<file path="src/rtl/dbgc_pkg.sv">
// Shared encodings for the stored-procedure debug controller.
// Assumes a 4-bit opcode in the top bits of every instruction word.
package dbgc_pkg;
    typedef enum logic [3:0] {
        OP_CONT  = 4'd0,
        OP_BRK   = 4'd1,
        OP_INC   = 4'd2,
        OP_DEC   = 4'd3,
        OP_SET   = 4'd4,
        OP_CEQ   = 4'd5,
        OP_CLT   = 4'd6,
        OP_IF    = 4'd7,
        OP_SKIP  = 4'd8,
        OP_ALD   = 4'd9,
        OP_AST   = 4'd10,
        OP_EMPTY = 4'd15
    } op_e;

    typedef enum logic [1:0] {
        CMD_READ   = 2'd0,
        CMD_WRITE  = 2'd1,
        CMD_PLACE  = 2'd2,
        CMD_RESUME = 2'd3
    } cmd_e;

    typedef enum logic [1:0] {
        ST_BATCH = 2'd0,
        ST_RUN   = 2'd1,
        ST_INTER = 2'd2
    } st_e;
endpackage

</file>
<file path="src/rtl/dbgc_varfile.sv">
// Counter register file shared by host and controller.
// Does: NVAR counters with NRD combinational read ports. The controller
// write always wins. Host write/increment applies only when h_block is low.
// Assumes: NVAR is a power of two.
module dbgc_varfile #(
    parameter int VW   = 8,
    parameter int NVAR = 8,
    parameter int NRD  = 4,
    localparam int VAW = $clog2(NVAR)
) (
    input  logic                     clk,
    input  logic                     rst_n,
    input  logic                     h_block,
    input  logic                     h_we,
    input  logic                     h_inc,
    input  logic [VAW-1:0]           h_addr,
    input  logic [VW-1:0]            h_wdata,
    input  logic                     c_we,
    input  logic [VAW-1:0]           c_addr,
    input  logic [VW-1:0]            c_wdata,
    input  logic [NRD-1:0][VAW-1:0]  rd_addr,
    output logic [NRD-1:0][VW-1:0]   rd_data
);
    logic [VW-1:0] v [NVAR];

    // Update counters: controller first, then the unblocked host
    always_ff @(posedge clk) begin
        if (!rst_n) begin
            for (int i = 0; i < NVAR; i++) v[i] <= '0;
        end else begin
            for (int i = 0; i < NVAR; i++) begin
                if (c_we && c_addr == VAW'(i)) begin
                    v[i] <= c_wdata;
                end else if (!h_block && h_addr == VAW'(i)) begin
                    if (h_we)       v[i] <= h_wdata;
                    else if (h_inc) v[i] <= v[i] + 1'b1;
                end
            end
        end
    end

    // Combinational read ports
    for (genvar r = 0; r < NRD; r++) begin : g_rd
        assign rd_data[r] = v[rd_addr[r]];
    end

    // a blocked host write leaves its counter unchanged
    a_r10_host_blocked: assert property (@(posedge clk) disable iff (!rst_n)
        (h_block && !c_we && (h_we || h_inc)) |=> (v[$past(h_addr)] == $past(v[h_addr])));
endmodule

</file>
<file path="src/rtl/dbgc_arrfile.sv">
// Debug arrays: NARR arrays of ADEPTH entries, one write and one read port.
// Assumes: NARR and ADEPTH are powers of two and at least 2.
module dbgc_arrfile #(
    parameter int VW     = 8,
    parameter int NARR   = 2,
    parameter int ADEPTH = 8,
    localparam int AIW   = $clog2(NARR),
    localparam int IXW   = $clog2(ADEPTH)
) (
    input  logic           clk,
    input  logic           rst_n,
    input  logic           we,
    input  logic [AIW-1:0] id,
    input  logic [IXW-1:0] idx,
    input  logic [VW-1:0]  wdata,
    output logic [VW-1:0]  rdata
);
    localparam int NE = NARR * ADEPTH;
    logic [VW-1:0] mem [NE];

    // Store one entry, cleared on reset
    always_ff @(posedge clk) begin
        if (!rst_n) begin
            for (int i = 0; i < NE; i++) mem[i] <= '0;
        end else if (we) begin
            mem[{id, idx}] <= wdata;
        end
    end

    // Read the same entry the store would address
    assign rdata = mem[{id, idx}];
endmodule

</file>
<file path="src/rtl/dbgc_procmem.sv">
// Stored-procedure memory addressed by {label, slot, index}.
// Does: resets every word to an empty instruction and allows single-word rewrites.
// Assumes: address width covers NWORDS exactly.
module dbgc_procmem #(
    parameter int IW  = 18,
    parameter int PAW = 6
) (
    input  logic           clk,
    input  logic           rst_n,
    input  logic           we,
    input  logic [PAW-1:0] waddr,
    input  logic [IW-1:0]  wdata,
    input  logic [PAW-1:0] raddr,
    output logic [IW-1:0]  rdata
);
    import dbgc_pkg::*;
    localparam int NWORDS = 1 << PAW;
    localparam logic [IW-1:0] EMPTY_W = {OP_EMPTY, {(IW-4){1'b0}}};
    logic [IW-1:0] mem [NWORDS];

    // Rewrite one instruction; reset marks every slot empty
    always_ff @(posedge clk) begin
        if (!rst_n) begin
            for (int i = 0; i < NWORDS; i++) mem[i] <= EMPTY_W;
        end else if (we) begin
            mem[waddr] <= wdata;
        end
    end

    assign rdata = mem[raddr];
endmodule

</file>
<file path="src/rtl/dbgc_seq.sv">
// Mode FSM, procedure sequencer and director command handling.
// Does: runs every slot of a label one instruction per cycle, gathers
// breaks, enters interactive mode and serves director commands.
// Assumes: PSLOTS, MAXI, NLBL are powers of two >= 2; xp_valid is a one-cycle pulse.
module dbgc_seq #(
    parameter int VW     = 8,
    parameter int VAW    = 3,
    parameter int LW     = 2,
    parameter int SW     = 1,
    parameter int PW     = 3,
    parameter int AIW    = 1,
    parameter int IXW    = 3,
    parameter int IW     = 18,
    parameter int PSLOTS = 2,
    parameter int MAXI   = 8,
    localparam int PAW   = LW + SW + PW
) (
    input  logic           clk,
    input  logic           rst_n,
    input  logic           xp_valid,
    input  logic [LW-1:0]  xp_label,
    output logic           host_hold,
    output logic           interactive,
    output logic           brk_valid,
    output logic [LW-1:0]  brk_label,
    input  logic           cmd_valid,
    input  logic [1:0]     cmd_op,
    input  logic [PAW-1:0] cmd_addr,
    input  logic [IW-1:0]  cmd_data,
    output logic           rsp_valid,
    output logic           rsp_ok,
    output logic [VW-1:0]  rsp_data,
    output logic [PAW-1:0] pm_raddr,
    input  logic [IW-1:0]  pm_rdata,
    output logic           pm_we,
    output logic [VAW-1:0] ra_addr,
    output logic [VAW-1:0] rb_addr,
    output logic [VAW-1:0] rd_dir_addr,
    input  logic [VW-1:0]  va,
    input  logic [VW-1:0]  vb,
    input  logic [VW-1:0]  vd,
    output logic           c_we,
    output logic [VAW-1:0] c_addr,
    output logic [VW-1:0]  c_wdata,
    output logic           a_we,
    output logic [AIW-1:0] a_id,
    output logic [IXW-1:0] a_idx,
    output logic [VW-1:0]  a_wdata,
    input  logic [VW-1:0]  a_rdata
);
    import dbgc_pkg::*;

    st_e             st;
    logic [LW-1:0]   lbl;
    logic [SW-1:0]   slot;
    logic [PW-1:0]   pc;
    logic            flag;      // 1 = +1, 0 = -1
    logic            brk_any;
    op_e             op;
    logic [VW-1:0]   imm;
    logic [PW+VW:0]  npc;
    logic            term, over, slot_end, slot_brk, last_slot, accept;
    cmd_e            cop;

    assign cop     = cmd_e'(cmd_op);
    assign op      = op_e'(pm_rdata[IW-1 -: 4]);
    assign ra_addr = pm_rdata[IW-5 -: VAW];
    assign rb_addr = pm_rdata[IW-5-VAW -: VAW];
    assign imm     = pm_rdata[VW-1:0];
    assign pm_raddr    = {lbl, slot, pc};
    assign rd_dir_addr = cmd_addr[VAW-1:0];
    assign host_hold   = (st != ST_BATCH);
    assign interactive = (st == ST_INTER);

    // Next instruction index: forward-only skips
    always_comb begin
        npc = {{(VW+1){1'b0}}, pc} + 1'b1;
        if ((op == OP_IF && !flag) || op == OP_SKIP)
            npc = npc + {{(PW+1){1'b0}}, imm};
    end

    assign term      = (op == OP_CONT) || (op == OP_BRK) || (pc == '0 && op == OP_EMPTY);
    assign over      = !term && (npc >= (PW+VW+1)'(MAXI));
    assign slot_end  = term || over;
    assign slot_brk  = (op == OP_BRK) || over;
    assign last_slot = (slot == SW'(PSLOTS-1));
    assign accept    = (cop == CMD_READ) || (st == ST_INTER);
    assign pm_we     = cmd_valid && cop == CMD_PLACE && st == ST_INTER;

    // Array access driven by the running instruction
    assign a_we    = (st == ST_RUN) && (op == OP_AST);
    assign a_id    = imm[AIW-1:0];
    assign a_idx   = vb[IXW-1:0];
    assign a_wdata = va;

    // Controller counter write: running instruction or director write
    always_comb begin
        c_we    = 1'b0;
        c_addr  = ra_addr;
        c_wdata = '0;
        if (st == ST_RUN) begin
            case (op)
                OP_INC:  begin c_we = 1'b1; c_wdata = va + 1'b1; end
                OP_DEC:  begin c_we = 1'b1; c_wdata = va - 1'b1; end
                OP_SET:  begin c_we = 1'b1; c_wdata = imm;       end
                OP_ALD:  begin c_we = 1'b1; c_wdata = a_rdata;   end
                default: ;
            endcase
        end else if (st == ST_INTER && cmd_valid && cop == CMD_WRITE) begin
            c_we    = 1'b1;
            c_addr  = cmd_addr[VAW-1:0];
            c_wdata = cmd_data[VW-1:0];
        end
    end

    // Mode FSM, sequencer state and director responses
    always_ff @(posedge clk) begin
        if (!rst_n) begin
            st <= ST_INTER; lbl <= '0; slot <= '0; pc <= '0;
            flag <= 1'b0; brk_any <= 1'b0;
            brk_valid <= 1'b0; brk_label <= '0;
            rsp_valid <= 1'b0; rsp_ok <= 1'b0; rsp_data <= '0;
        end else begin
            brk_valid <= 1'b0;
            rsp_valid <= cmd_valid;
            if (cmd_valid) begin
                rsp_ok   <= accept;
                rsp_data <= (cop == CMD_READ) ? vd : '0;
            end
            case (st)
                ST_BATCH: if (xp_valid) begin
                    lbl <= xp_label; slot <= '0; pc <= '0;
                    flag <= 1'b0; brk_any <= 1'b0; st <= ST_RUN;
                end
                ST_RUN: begin
                    if (op == OP_CEQ) flag <= (va == imm);
                    if (op == OP_CLT) flag <= (va < imm);
                    if (slot_end) begin
                        pc <= '0; flag <= 1'b0;
                        brk_any <= brk_any | slot_brk;
                        if (last_slot) begin
                            if (brk_any || slot_brk) begin
                                st <= ST_INTER; brk_valid <= 1'b1; brk_label <= lbl;
                            end else begin
                                st <= ST_BATCH;
                            end
                        end else begin
                            slot <= slot + 1'b1;
                        end
                    end else begin
                        pc <= npc[PW-1:0];
                    end
                end
                ST_INTER: if (cmd_valid && cop == CMD_RESUME) st <= ST_BATCH;
                default: st <= ST_BATCH;
            endcase
        end
    end

    // Checker-only count of cycles spent in one run
    logic [PW+SW+1:0] run_cyc;
    always_ff @(posedge clk) begin
        if (!rst_n || st != ST_RUN) run_cyc <= '0;
        else                        run_cyc <= run_cyc + 1'b1;
    end

    // a break report coincides with interactive mode
    a_r4_brk_in_inter: assert property (@(posedge clk) disable iff (!rst_n)
        brk_valid |-> interactive);
    // entering interactive mode is always reported
    a_r4_entry_reported: assert property (@(posedge clk) disable iff (!rst_n)
        $rose(interactive) |-> brk_valid);
    // leaving interactive mode needs a resume command
    a_r5_resume_only: assert property (@(posedge clk) disable iff (!rst_n)
        $fell(interactive) |-> $past(cmd_valid && cop == CMD_RESUME));
    // an accepted place was issued in interactive mode
    a_r6_place_gate: assert property (@(posedge clk) disable iff (!rst_n)
        ($past(cmd_valid && cop == CMD_PLACE) && rsp_ok) |-> $past(interactive));
    // a run never outlasts PSLOTS*MAXI instructions
    a_r9_bounded_run: assert property (@(posedge clk) disable iff (!rst_n)
        run_cyc <= (PW+SW+2)'(PSLOTS * MAXI));
endmodule

</file>
<file path="src/rtl/dbg_ctrl.sv">
// Top of the stored-procedure debug controller.
// Does: connects sequencer, counter file, arrays and procedure memory.
// Assumes: counts are powers of two >= 2 and PAW >= VAW.
module dbg_ctrl #(
    parameter int VW     = 8,
    parameter int NVAR   = 8,
    parameter int NARR   = 2,
    parameter int ADEPTH = 8,
    parameter int NLBL   = 4,
    parameter int PSLOTS = 2,
    parameter int MAXI   = 8,
    localparam int VAW   = $clog2(NVAR),
    localparam int LW    = $clog2(NLBL),
    localparam int SW    = $clog2(PSLOTS),
    localparam int PW    = $clog2(MAXI),
    localparam int AIW   = $clog2(NARR),
    localparam int IXW   = $clog2(ADEPTH),
    localparam int IW    = 4 + 2*VAW + VW,
    localparam int PAW   = LW + SW + PW
) (
    input  logic           clk,
    input  logic           rst_n,
    input  logic           xp_valid,
    input  logic [LW-1:0]  xp_label,
    output logic           host_hold,
    input  logic [VAW-1:0] hv_addr,
    input  logic           hv_we,
    input  logic           hv_inc,
    input  logic [VW-1:0]  hv_wdata,
    output logic [VW-1:0]  hv_rdata,
    input  logic           cmd_valid,
    input  logic [1:0]     cmd_op,
    input  logic [PAW-1:0] cmd_addr,
    input  logic [IW-1:0]  cmd_data,
    output logic           rsp_valid,
    output logic           rsp_ok,
    output logic [VW-1:0]  rsp_data,
    output logic           interactive,
    output logic           brk_valid,
    output logic [LW-1:0]  brk_label
);
    localparam int NRD = 4;

    logic [PAW-1:0]          pm_raddr;
    logic [IW-1:0]           pm_rdata;
    logic                    pm_we;
    logic [VAW-1:0]          ra_addr, rb_addr, rd_dir_addr, c_addr;
    logic                    c_we, a_we;
    logic [VW-1:0]           c_wdata, a_wdata, a_rdata;
    logic [AIW-1:0]          a_id;
    logic [IXW-1:0]          a_idx;
    logic [NRD-1:0][VAW-1:0] rd_addr;
    logic [NRD-1:0][VW-1:0]  rd_data;

    assign rd_addr  = {rd_dir_addr, rb_addr, ra_addr, hv_addr};
    assign hv_rdata = rd_data[0];

    dbgc_seq #(.VW(VW), .VAW(VAW), .LW(LW), .SW(SW), .PW(PW), .AIW(AIW),
               .IXW(IXW), .IW(IW), .PSLOTS(PSLOTS), .MAXI(MAXI)) i_seq (
        .clk(clk), .rst_n(rst_n), .xp_valid(xp_valid), .xp_label(xp_label),
        .host_hold(host_hold), .interactive(interactive),
        .brk_valid(brk_valid), .brk_label(brk_label),
        .cmd_valid(cmd_valid), .cmd_op(cmd_op), .cmd_addr(cmd_addr), .cmd_data(cmd_data),
        .rsp_valid(rsp_valid), .rsp_ok(rsp_ok), .rsp_data(rsp_data),
        .pm_raddr(pm_raddr), .pm_rdata(pm_rdata), .pm_we(pm_we),
        .ra_addr(ra_addr), .rb_addr(rb_addr), .rd_dir_addr(rd_dir_addr),
        .va(rd_data[1]), .vb(rd_data[2]), .vd(rd_data[3]),
        .c_we(c_we), .c_addr(c_addr), .c_wdata(c_wdata),
        .a_we(a_we), .a_id(a_id), .a_idx(a_idx), .a_wdata(a_wdata), .a_rdata(a_rdata)
    );

    dbgc_varfile #(.VW(VW), .NVAR(NVAR), .NRD(NRD)) i_vars (
        .clk(clk), .rst_n(rst_n), .h_block(host_hold),
        .h_we(hv_we), .h_inc(hv_inc), .h_addr(hv_addr), .h_wdata(hv_wdata),
        .c_we(c_we), .c_addr(c_addr), .c_wdata(c_wdata),
        .rd_addr(rd_addr), .rd_data(rd_data)
    );

    dbgc_arrfile #(.VW(VW), .NARR(NARR), .ADEPTH(ADEPTH)) i_arr (
        .clk(clk), .rst_n(rst_n), .we(a_we), .id(a_id), .idx(a_idx),
        .wdata(a_wdata), .rdata(a_rdata)
    );

    dbgc_procmem #(.IW(IW), .PAW(PAW)) i_pmem (
        .clk(clk), .rst_n(rst_n), .we(pm_we), .waddr(cmd_addr), .wdata(cmd_data),
        .raddr(pm_raddr), .rdata(pm_rdata)
    );
endmodule

</file>
<file path="config.mk">
export PLATFORM = sky130hd
export DESIGN_NAME = dbg_ctrl
export DESIGN_NICKNAME = d
export VERILOG_FILES = /design/src/rtl/dbgc_pkg.sv /design/src/rtl/dbgc_varfile.sv /design/src/rtl/dbgc_arrfile.sv /design/src/rtl/dbgc_procmem.sv /design/src/rtl/dbgc_seq.sv /design/src/rtl/dbg_ctrl.sv
export SDC_FILE = /design/constraint.sdc
export NUM_CORES = 2
export LEC_CHECK = 0
export BUFFER_PORTS_ARGS = -buffer_cell sky130_fd_sc_hd__buf_2
export CAP_MARGIN = 20
export CORE_MARGIN = 5
export CORE_UTILIZATION = 43
export DETAILED_ROUTE_END_ITERATION = 8
export REMOVE_ABC_BUFFERS = 1
export SLEW_MARGIN = 20
export SYNTH_ARGS = -nofsm -noshare
export SYNTH_HDL_FRONTEND = slang
export SYNTH_SLANG_ARGS = --single-unit
</file>
<file path="constraint.sdc">
create_clock -name clk -period 8.2 [get_ports clk]
set_input_delay 0.41 -clock clk [delete_from_list [all_inputs] [get_ports clk]]
set_output_delay 0.41 -clock clk [all_outputs]
set_load 0.005 [all_outputs]
</file>
# Word-level counts from Yosys, hierarchy flattened
# Memories as Yosys holds them, arrays and structs flattened.
# Index checks and enable logic that the tools add are counted.
# Widths: inputs -> output; s select.
# word_totals
word_cells,301
reg_bits,23
input_bits,45
mem_bits_rw,1344
out_inout_bits,23
n_memories,3
# op_classes
n_reduce_logical,53
n_lt_le_gt_ge,2
mux,158
n_bitwise,25
eq_ne,36
addsub,13
# mem_list
memory,words,word_bits,read_ports,rd_clocked_by_memory_dff,write_ports,line,rtl
i_pmem.mem,64,18,1,0,64,dbgc_procmem.sv:19,logic [IW-1:0] mem [NWORDS];
i_arr.mem,16,8,1,0,16,dbgc_arrfile.sv:19,logic [VW-1:0] mem [NE];
i_vars.v,8,8,12,0,8,dbgc_varfile.sv:24,logic [VW-1:0] v [NVAR];
# ops
operator,n
$mux 8,28
$mux 1,111
$add 8x1->8 const B,9
$pmux 8 s4,1
$logic_and 1x1->1,25
$or 1x1->1,25
$eq 3x3->1 const B,8
$mux 18,1
$reduce_or 18->1,1
$eq 4x3->1 const B,4
$eq 4x4->1 const B,4
$add 12x8->12,1
$eq 3x2->1 const B,4
$ge 12x4->1 const B,1
$mux 12,1
$mux 3,4
$reduce_and 4->1,3
$mux 2,5
$logic_not 3->1,3
$eq 4x2->1 const B,2
$eq 8x8->1,1
$lt 8x8->1,1
$reduce_or 8->1,1
$sub 8x1->8 const B,1
22 further kinds,42

# Longest topological paths before layout
# depth
ltp_word,13
depth_mapped,30
mapped_depth_nobuf,23

# Cells and area by module
# Synthesis repeated with hierarchy kept, for this count alone.
# hier_totals
cells_unflattened,4787
hier_area_um2,67915.1
# modules_own_cells
mod,n_inst,cells_each,area_per_inst_um2,seq_area_each_um2
dbgc_procmem,1,3481,52968.3,34593.2
dbgc_varfile,1,639,6786.5,1921.8
dbgc_arrfile,1,376,5841.9,3843.7
dbgc_seq,1,291,2318.5,460.4

# Worst setup path after synthesis
# No wires, ideal clock.
# synth_timing
path_kind,register to register
startpoint,reg i_seq.pc[0]
endpoint,mem i_vars.v[0][6] (data pin)
path_buffers,4
synth_period_minus_slack_ps,5947
t_arrival_ps,5688
setup_time_ps,259
slack_ps,2253
required_ps,7941
path_stages_with_launch,26
path_cell_list,dfxtp_1 -> buf_4 -> buf_6 -> mux4_2 -> mux2_2 -> o32ai_1 -> nor2_1 -> o22ai_1 -> inv_2 -> buf_1 -> mux4_2 -> mux2i_1 -> clkbuf_1 -> inv_1 -> ha_1 -> nor2b_1 -> o21ai_0 -> nand2b_1 -> a21o_1 -> a21oi_1 -> xnor2_1 -> a22oi_1 -> nor2_1 -> a221oi_4 -> a21oi_1 -> a211o_1
# synth_lines
element,line,rtl
start: declaration,dbgc_seq.sv:56,logic [PW-1:0] pc;
start signal: assignment,dbgc_seq.sv:151,pc <= npc[PW-1:0];
end: declaration,dbgc_varfile.sv:24,

==> results_dict.tcl <==
set metrics [dict create \
    avgViaCountPerCell 6.06 \
    ir_drop_v 0.000187 \
    cp-start-kind "flip-flop" \
    ys_seq_elements 1367 \
    drive_gt1_frac 0.177 \
    max_slew_margin 0.126 \
    die_y_um 404 \
    critPathRequiredTime_ps 8680 \
    max_freq_mhz 134 \
    intPower_mw 11.9 \
    final_util 0.483 \
    drtIter0Drc 5142 \
    synthArstFlopShare 0 \
    grt_pass1_vias 41400 \
    grt.overflow.total 0 \
    synth_warnings 0 \
    tightestPinTransition_ps 1290 \
    detail_route.wirelength_mm 210 \
    final_net_count 4915 \
    grt_max_degree 67 \
    drt_first_pass_iters 8 \
    drc 0 \
    cts_root_buf "clkbuf_16" \
    switching_power_mw 3.68 \
    slew_violations 0 \
    timing.final.crit_period_ps 7460 \
    hold_viol 0 \
    worstSetupPathType "flip-flop to flip-flop" \
    hp-class "input port to flip-flop" \
    synth_edf_count 1344 \
    syn_avg_cell_area_um2 13.7 \
    cts_sinks 1367 \
    numCtsBuffers 151 \
    start_util 0.433 \
    cp-end-kind "flip-flop" \
    fin_crit_sh 0.910 \
    fin_skew_ps 31.3 \
    antenna_found_initial 6 \
    cts_tree "built" \
    placed_cells 6724 \
    die_width_um 404 \
    p_leak_nw 24.4 \
    grt_use_total 0.254 \
    syn_inst 4886 \
    cts.clk_slew.worst_paths_ps 60 \
    p_sw_frac 0.236 \
    dr_total_vias 42500 \
    place.gp.congestion 0.921 \
    combPwrFrac 0.065 \
    clkPwrFrac 0.427 \
    wl_per_cell_um 30.0 \
    grt_pass1_wl_mm 302 \
    num_io_pins 68 \
    power_frac_seq 0.508 \
    placedInstanceArea_mm2 0.0697 \
    layout.cells.non_filler 7006 \
    fin_tns_setup_ps 0 \
    post-cts-setup-buffers 0 \
    layout_commonest_cell "edfxtp_1" \
    maxCapViolCount 0 \
    status "finished, final reports clean" \
    ant_nets 0 \
    insertion_delay_ps 790 \
    rows 144 \
    final_area_mm2 0.0746 \
    finalSetupViolations 0 \
    area_growth_pct 11.4 \
    powerDensity_mw_per_mm2 209 \
    arrival_ps 7940 \
    dieArea_mm2 0.164 \
    clk_path_buf_depth 3 \
    seq_area_frac_synth 0.610 \
    port_buffers 67 \
    syn_area_mm2 0.0669 \
    final_cell_mix "edfxtp_1, and2_1, mux2i_1, nor2_1, mux4_2" \
    cp_max_fo 32 \
    synth_cell_types 86 \
    ys.flop_type "edfxtp_1" \
    dp.final_hpwl_mm 134 \
    h-tree-depth 4 \
    rsz0062_at_grt "no" \
    core-area_mm2 0.154 \
]
==> flip-flops by register name, indices dropped and copies added, names as in the netlist <==
name	cells
i_seq.last_slot	1
i_seq.rsp_data	8
i_seq.brk_label	2
i_seq.lbl	2
i_vars.v	64
i_seq.flag	1
i_seq.rsp_ok	1
i_arr.mem	128
i_seq.rsp_valid	1
i_seq.st	2
i_pmem.mem	1152
i_seq.pc	3
i_seq.brk_valid	1
i_seq.brk_any	1
==> worst max-delay path: stages (launching register included) <==
cell,delay (ps)
dfxtp_4,840
mux4_2,580
mux2_2,310
o32ai_1,470
nor2_1,110
o22ai_1,720
inv_2,440
mux4_2,570
mux2i_2,190
buf_4,280
inv_1,110
ha_1,360
a21o_1,180
a21o_1,170
a21oi_1,150
o21ai_1,120
a31oi_1,220
xnor2_1,110
a211oi_2,860
o211ai_1,140
a21boi_1,160
==> per-layer routing <==
layer  wire length [um]  part of all wire  up-vias  track usage
met1              85800              0.41    21600        0.357
met2              96900              0.46     2235        0.396
li1                   -                 -    18200            -
met4               8330             0.040        0       0.0907
met5                  0                 0        -            0
met3              19000             0.091      395       0.0485
==> power groups by stage <==
stage          registers (mW)  logic (mW)  clock network (mW)
2_1_floorplan            8.05       0.496                   0
3_3_place_gp             8.07       0.990                   0
3_5_place_dp             8.07       0.999                   0
4_1_cts                  7.93        1.00                6.73
5_1_grt                  7.94        1.06                7.02
6_report                 7.93        1.01                6.65
==> logic make-up after synthesis <==
group | after synthesis | synth area share
buffers and inverters | 502 | 0.0331
AOI/OAI and AO/OA | 520 | 0.0540
muxes | 600 | 0.138
xor gates and xnor gates | 56 | 0.00733
adders and majority gates | 30 | 0.00583
and+or+nand+nor | 1811 | 0.152
DFF | 1367 | 0.610
==> area by class of cell <==
| class | instances | area (um2) |
|---|---|---|
| fillers | 13300 | 79800 |
| flip-flops and latches | 1367 | 40800 |
| multi-input cells | 3017 | 24300 |
| clock buffers | 198 | 4020 |
| well taps | 2044 | 2560 |
| repair buffers | 259 | 1910 |
| clock inverters | 74 | 756 |
| inverters | 44 | 165 |
| diodes | 3 | 7.51 |
==> synth_stat cells, drive strengths merged (39+ instances only) <==
cell type / count / share of area
edfxtp: 1344 / 0.60
a21oi: 86 / 0.0064
and2: 906 / 0.085
inv: 42 / 0.0024
mux2: 44 / 0.0074
o22ai: 39 / 0.0036
nor2: 286 / 0.016
o21ai: 128 / 0.0097
clkbuf: 338 / 0.019
mux2i: 303 / 0.046
a22oi: 55 / 0.0062
mux4: 253 / 0.085
or3: 247 / 0.023
o221ai: 89 / 0.012
nand3: 88 / 0.0068
nand2: 155 / 0.0087
buf: 120 / 0.012
==> path summary, 6_finish.rpt <==
kind                                   startpoint                end  slack, ps  depth (start not counted)
worst max-delay path                  i_seq.pc[0]     i_vars.v[0][7]        740                         20
worst min-delay path                    cmd_valid       i_seq.rsp_ok         60                          3
worst max register to register        i_seq.pc[0]     i_vars.v[0][7]        740                         20
worst min register to register  i_seq.rsp_data[7]  i_seq.rsp_data[7]        480                          2
==> repair_timing <==
action / in CTS / in global routing
resized for setup: 0 / 0
hold buffers: 5 / 0
endpoints found under the hold margin: 3 / 0
==> per-stage QoR <==
stage | power (mW) | hold slack (ps) | setup slack [ps]
final | 15.6 | 59.5 | 739
after global routing | 16.0 | 51.5 | 335
after detailed placement | 9.07 | 476 | 852
after floorplan | 8.54 | 479 | -11560
after global placement | 9.06 | 463 | 918
after CTS | 15.7 | 4.58 | 820
Note: power is estimated with default switching activity, not from simulation.
